===== src/rtl/dbell_pkg.sv =====
package dbell_pkg;

    localparam int DATA_W = 32;
    localparam int ID_W   = 16;
    localparam int VEC_W  = DATA_W - ID_W;

    // word indices (byte offset / 4); order is decoded by software
    localparam int WIDX_MASK = 0;
    localparam int WIDX_CAUSE = 1;
    localparam int WIDX_SELF = 2;
    localparam int WIDX_BELL = 3;

    typedef enum logic [2:0] {
        SEL_MASK,
        SEL_CAUSE,
        SEL_SELF,
        SEL_BELL,
        SEL_NONE
    } reg_sel_e;

    typedef struct packed {
        logic              vld;
        logic              wr;
        reg_sel_e          sel;
        logic [DATA_W-1:0] wdata;
    } bus_req_t;

    typedef struct packed {
        logic [ID_W-1:0]  peer;
        logic [VEC_W-1:0] vector;
    } notify_t;

    function automatic notify_t unpack_bell(input logic [DATA_W-1:0] w);
        notify_t n;
        n.peer   = w[DATA_W-1:VEC_W];
        n.vector = w[VEC_W-1:0];
        return n;
    endfunction

    function automatic logic [DATA_W-1:0] read_word(
        input reg_sel_e          sel,
        input logic [DATA_W-1:0] mask,
        input logic [DATA_W-1:0] cause,
        input logic [ID_W-1:0]   id
    );
        logic [DATA_W-1:0] r;
        unique case (sel)
            SEL_MASK:  r = mask;
            SEL_CAUSE: r = cause;
            SEL_SELF:  r = {{(DATA_W-ID_W){1'b0}}, id};
            default:   r = '0;
        endcase
        return r;
    endfunction

endpackage


===== src/rtl/dbell_decode.sv =====
module dbell_decode
    import dbell_pkg::*;
#(
    parameter int ADDR_W = 8
) (
    input  logic              req_valid,
    input  logic              req_write,
    input  logic [ADDR_W-1:0] req_addr,
    input  logic [DATA_W-1:0] req_wdata,
    output bus_req_t          bus
);
    localparam int WIDX_W = ADDR_W - 2;

    logic [WIDX_W-1:0] widx;
    logic [1:0]        unused_byte_lane;

    assign widx             = req_addr[ADDR_W-1:2];
    assign unused_byte_lane = req_addr[1:0];

    always_comb begin
        bus.vld   = req_valid;
        bus.wr    = req_write;
        bus.wdata = req_wdata;
        if (widx == WIDX_W'(WIDX_MASK))
            bus.sel = SEL_MASK;
        else if (widx == WIDX_W'(WIDX_CAUSE))
            bus.sel = SEL_CAUSE;
        else if (widx == WIDX_W'(WIDX_SELF))
            bus.sel = SEL_SELF;
        else if (widx == WIDX_W'(WIDX_BELL))
            bus.sel = SEL_BELL;
        else
            bus.sel = SEL_NONE;
    end

endmodule


===== src/rtl/dbell_cause_reg.sv =====
module dbell_cause_reg
    import dbell_pkg::*;
(
    input  logic              clk,
    input  logic              rst,
    input  logic              sw_load,
    input  logic [DATA_W-1:0] sw_data,
    input  logic              sw_clear,
    input  logic              hw_set,
    output logic [DATA_W-1:0] cause_q
);
    logic [DATA_W-1:0] cause_d;

    // clear, then software load, then hardware set: the set always survives
    always_comb begin
        cause_d = cause_q;
        if (sw_clear) cause_d = '0;
        if (sw_load)  cause_d = sw_data;
        if (hw_set)   cause_d[0] = 1'b1;
    end

    always_ff @(posedge clk) begin
        if (rst) cause_q <= '0;
        else     cause_q <= cause_d;
    end

endmodule


===== src/rtl/dbell_readback.sv =====
module dbell_readback
    import dbell_pkg::*;
(
    input  logic              clk,
    input  logic              rst,
    input  bus_req_t          bus,
    input  logic [DATA_W-1:0] mask_q,
    input  logic [DATA_W-1:0] cause_q,
    input  logic [ID_W-1:0]   self_id,
    output logic              rsp_valid,
    output logic [DATA_W-1:0] rsp_rdata
);
    logic rd_go;
    assign rd_go = bus.vld && !bus.wr;

    always_ff @(posedge clk) begin
        if (rst) begin
            rsp_valid <= 1'b0;
            rsp_rdata <= '0;
        end else begin
            rsp_valid <= rd_go;
            rsp_rdata <= rd_go ? read_word(bus.sel, mask_q, cause_q, self_id) : '0;
        end
    end

endmodule


===== src/rtl/dbell_notify_out.sv =====
module dbell_notify_out
    import dbell_pkg::*;
(
    input  logic     clk,
    input  logic     rst,
    input  bus_req_t bus,
    output logic     out_valid,
    output notify_t  out_req
);
    logic ring;
    assign ring = bus.vld && bus.wr && (bus.sel == SEL_BELL);

    always_ff @(posedge clk) begin
        if (rst) begin
            out_valid <= 1'b0;
            out_req   <= '0;
        end else begin
            out_valid <= ring;
            if (ring) out_req <= unpack_bell(bus.wdata);
        end
    end

endmodule


===== src/rtl/shm_doorbell_regs.sv =====
module shm_doorbell_regs
    import dbell_pkg::*;
#(
    parameter int ADDR_W = 8
) (
    input  logic              clk,
    input  logic              rst,
    input  logic              req_valid,
    input  logic              req_write,
    input  logic [ADDR_W-1:0] req_addr,
    input  logic [DATA_W-1:0] req_wdata,
    output logic              rsp_valid,
    output logic [DATA_W-1:0] rsp_rdata,
    input  logic [ID_W-1:0]   self_id,
    input  logic              in_notify,
    output logic              out_valid,
    output logic [ID_W-1:0]   out_peer,
    output logic [VEC_W-1:0]  out_vector,
    output logic              irq
);
    bus_req_t          bus;
    notify_t           nreq;
    logic [DATA_W-1:0] mask_q;
    logic [DATA_W-1:0] status_q;
    logic              cause_wr;
    logic              cause_rd;

    dbell_decode #(.ADDR_W(ADDR_W)) u_dec (
        .req_valid (req_valid),
        .req_write (req_write),
        .req_addr  (req_addr),
        .req_wdata (req_wdata),
        .bus       (bus)
    );

    always_ff @(posedge clk) begin
        if (rst)
            mask_q <= '0;
        else if (bus.vld && bus.wr && bus.sel == SEL_MASK)
            mask_q <= bus.wdata;
    end

    assign cause_wr = bus.vld &&  bus.wr && (bus.sel == SEL_CAUSE);
    assign cause_rd = bus.vld && !bus.wr && (bus.sel == SEL_CAUSE);

    dbell_cause_reg u_cause (
        .clk      (clk),
        .rst      (rst),
        .sw_load  (cause_wr),
        .sw_data  (bus.wdata),
        .sw_clear (cause_rd),
        .hw_set   (in_notify),
        .cause_q  (status_q)
    );

    dbell_readback u_rb (
        .clk       (clk),
        .rst       (rst),
        .bus       (bus),
        .mask_q    (mask_q),
        .cause_q   (status_q),
        .self_id   (self_id),
        .rsp_valid (rsp_valid),
        .rsp_rdata (rsp_rdata)
    );

    dbell_notify_out u_ntf (
        .clk       (clk),
        .rst       (rst),
        .bus       (bus),
        .out_valid (out_valid),
        .out_req   (nreq)
    );

    assign out_peer   = nreq.peer;
    assign out_vector = nreq.vector;
    assign irq        = |(status_q & mask_q);

endmodule


===== config.mk =====
export PLATFORM = sky130hd
export DESIGN_NAME = shm_doorbell_regs
export DESIGN_NICKNAME = d
export VERILOG_FILES = /design/src/rtl/dbell_pkg.sv /design/src/rtl/dbell_decode.sv /design/src/rtl/dbell_cause_reg.sv /design/src/rtl/dbell_readback.sv /design/src/rtl/dbell_notify_out.sv /design/src/rtl/shm_doorbell_regs.sv
export SDC_FILE = /design/constraint.sdc
export NUM_CORES = 1
export LEC_CHECK = 0
export CORE_MARGIN = 4
export CORE_UTILIZATION = 45
export DETAILED_ROUTE_END_ITERATION = 8
export PLACE_DENSITY = 0.76
export SKIP_LAST_GASP = 1
export SLEW_MARGIN = 40
export SYNTH_ARGS = -nofsm -noshare
export SYNTH_HDL_FRONTEND = slang
export SYNTH_SLANG_ARGS = --single-unit

===== constraint.sdc =====
create_clock -name clk -period 1.9 [get_ports clk]
set_input_delay 0.38 -clock clk [delete_from_list [all_inputs] [get_ports clk]]
set_output_delay 0.38 -clock clk [all_outputs]
set_load 0.05 [all_outputs]

==> flow_summary.yaml <==
sta:
  worst_pin_slew_ps: 739
  final.min_clock_period_ps: 2200
  timing.max_slew.rel_slack: 0.508
  final.setup_skew_ps: 4.46
  layout_setup_ws_ps: -297
  totalNegativeSetupSlack_ps: -297
  number_of_pins_with_negative_max_slew_slack_in_the_final_report: 0
  period_share: 1.16
  unrepaired_setup_endpoints_after_global_routing: "yes"
  timing_hold_violations_final: 0
  timing.final.setup_violations: 1
  timing.fmax_mhz: 455
cells_and_area:
  n_antenna_cell: 0
  most_frequent_standard_cell_in_the_layout_excluding_fill_and_tap_cells: "sky130_fd_sc_hd__a21oi_1"
  design_area_um2: 7590
  drive_gt1_frac: 0.231
  layout_common_cells: "127 x sky130_fd_sc_hd__a21oi_1, 126 x sky130_fd_sc_hd__dfxtp_1, 114 x sky130_fd_sc_hd__nand3_1"
  fillCellCount: 945
  fin_nets: 822
  area.growth.synth_to_final_pct: 38.9
synthesis:
  synth.top_cell.area_share: 0.476
  synth_area_leader_cell: "sky130_fd_sc_hd__dfxtp_1"
  post_synth_instance_area_um2: 5460
  yosysWarningCount: 0
  netlist_instances: 644
  yosys-top-cells-area: "sky130_fd_sc_hd__dfxtp_1 48%, sky130_fd_sc_hd__a21oi_1 12%, sky130_fd_sc_hd__nand3_1 10%"
  postSynthRegisterBits: 130
  syn-mean-instance-area_um2: 8.48
  synth_seq_area_share: 0.476
  ys_types: 26
  mappedNetlistNets: 705
clock_network:
  clock_tree_from_tritoncts: "built"
  h-tree-depth: 4
  clk_buf_depth: 2
  tritoncts_num_sinks: 130
  clk-insertion-delay-late_ps: 430
  clock_root_buffer: "sky130_fd_sc_hd__clkbuf_16"
  clock_buffers_created_by_tritoncts: 17
  worst_setup_hold_path_clk_slew_ps: 60
power:
  total_leakage_power_nw: 2.63
  max-vdd-ir-drop_mv: 0.485
  post-layout-total-power_mw: 6.46
  power.density_nw_per_um2: 851
placement:
  placed_cell_area_um2: 6940
  dp.final_hpwl_mm: 12.3
  place.gp.congestion: 0.892
  portBuffers: 125
setup_path:
  critPathMaxFanout: 3
  startpoint_type: "register"
  worst_ep_required_time_ps: 1520
  timing.setup.critical_path_class: "register to output port"
  timing.critical_path.to_type: "output port"
  timing.critical_path.from: "u_cause.cause_q[1]"
  critical_path.reg2reg.startpoint: "mask_q[15]"
  worst-endpoint-arrival_ps: 1820
min_path:
  hold_start: "rst"
  hold_class: "input port to register"
die:
  floorplan.rows: 39
  die_height_um: 118
  floorplan.core_area_um2: 11700
  io-pin-count: 128
  die-area_um2: 14000
  die_width_um: 118
  start_util: 0.469
flow_run:
  cap_violations: 0
global_routing:
  grt_pass1_wl_mm: 30.8
  grt_start_max_net_pins: 98
  grt_usage: 0.272
  antenna_found_initial: 0
  grt_remaining_overflow: 0
  first_global_vias: 5766
routing:
  firstDrtPassIters: 9
  detail-route-antenna-nets: 0
  post_drt_wl_per_cell_um: 20.9
  post_drt_via_cell_ratio: 6.44
  drt_first_iter_violations: 808
  vias: 5902
  postRouteWirelength_mm: 19.2
  drc: 0
outcome:
  violations_in_the_final_reports: "negative setup slack"
  outcome: "complete, but fails checks"
power by group:
| group | total [mW] | leakage (nW) | switching (mW) | internal [mW] |
|---|---|---|---|---|
| sequential | 2.74 | 1.05 | 0.00513 | 2.73 |
| clock | 3.23 | 0.281 | 1.24 | 1.99 |
| combinational | 0.490 | 1.30 | 0.277 | 0.213 |
layer usage:
layer  track usage  share of wire  routed length [um]  vias up
li1              -              -                   -     2631
met1         0.357           0.40                7750     2817
met2         0.427           0.46                8910      393
met3        0.0774           0.10                1930       61
met4         0.105          0.030                 575        0
met5             0              0                   0        -
flip-flops by register name (all words and copies together) (netlist names):
register,cells
u_cause.cause_q,32
mask_q,32
u_rb.rsp_valid,1
u_rb.rsp_rdata,32
u_ntf.out_valid,1
u_ntf.out_req,32
Yosys cell counts:
cell                          n
sky130_fd_sc_hd__a2111oi_4    1
sky130_fd_sc_hd__a211oi_1     1
sky130_fd_sc_hd__a21oi_1    127
sky130_fd_sc_hd__a22oi_1     16
sky130_fd_sc_hd__and3b_1      1
sky130_fd_sc_hd__and4_1       1
sky130_fd_sc_hd__buf_2       21
sky130_fd_sc_hd__buf_6        4
sky130_fd_sc_hd__clkbuf_1    53
sky130_fd_sc_hd__dfxtp_1    130
sky130_fd_sc_hd__inv_1        1
sky130_fd_sc_hd__mux2_2      16
sky130_fd_sc_hd__nand2_1      1
sky130_fd_sc_hd__nand3_1    114
sky130_fd_sc_hd__nand3b_1     1
sky130_fd_sc_hd__nand4_1     36
sky130_fd_sc_hd__nand4b_1    16
sky130_fd_sc_hd__nor2b_1      1
sky130_fd_sc_hd__nor3_1       1
sky130_fd_sc_hd__nor3b_1      1
sky130_fd_sc_hd__nor4_4       2
sky130_fd_sc_hd__nor4bb_1     1
sky130_fd_sc_hd__o21ai_0     92
sky130_fd_sc_hd__o21ai_1      3
sky130_fd_sc_hd__or4_1        2
sky130_fd_sc_hd__or4bb_1      1
kinds of logic after synthesis:
| kind of cell | after synthesis | synth area share |
|---|---|---|
| flip-flops | 130 | 0.476 |
| buffers and inverters | 79 | 0.0646 |
| AO/OA/AOI/OAI | 240 | 0.232 |
| multiplexers | 16 | 0.0330 |
| AND/OR/NAND/NOR | 179 | 0.194 |
area by class of cell:
class / count / area, um^2 / area share
Inverter: 1 / 3.75 / 0.000494
Clock buffer: 19 / 453 / 0.0597
Tap cell: 143 / 179 / 0.0236
Multi-Input combinational cell: 435 / 2580 / 0.340
Sequential cell: 130 / 2610 / 0.343
Clock inverter: 13 / 136 / 0.0180
Timing Repair Buffer: 176 / 1630 / 0.215
through the flow:
step,util,setup slack (ps),hold slack [ps],instances
finish,0.651,-297,286,917
global route,0.651,-337,297,917
CTS,0.651,-280,283,917
detailed placement,0.595,-448,472,884
global placement,0.595,-354,459,884
floorplan,-,185,453,644
critical path, cell delays in order (launching register included):
cell                      delay [ps]
sky130_fd_sc_hd__dfxtp_2         330
sky130_fd_sc_hd__a22oi_2         220
sky130_fd_sc_hd__nand4_1         120
sky130_fd_sc_hd__or4_4           550
sky130_fd_sc_hd__buf_8           170
path summary, 6_finish.rpt:
path	endpoint	slack [ps]	cells after the start
setup reg to reg	u_rb.rsp_rdata[15]	910	4
hold / removal	u_rb.rsp_valid	290	3
hold reg to reg	u_ntf.out_req[8]	480	2
setup / recovery	irq	-300	4
timing repair:
item / in CTS / in global routing
endpoints found under the hold margin: 0 / 0
pin swaps: 9 / 2
gates resized for setup: 26 / 1
setup endpoints to repair: 13 / 1
setup buffers: 1 / 0
hold buffers: 0 / 0
(Power assumes the default switching activity.)
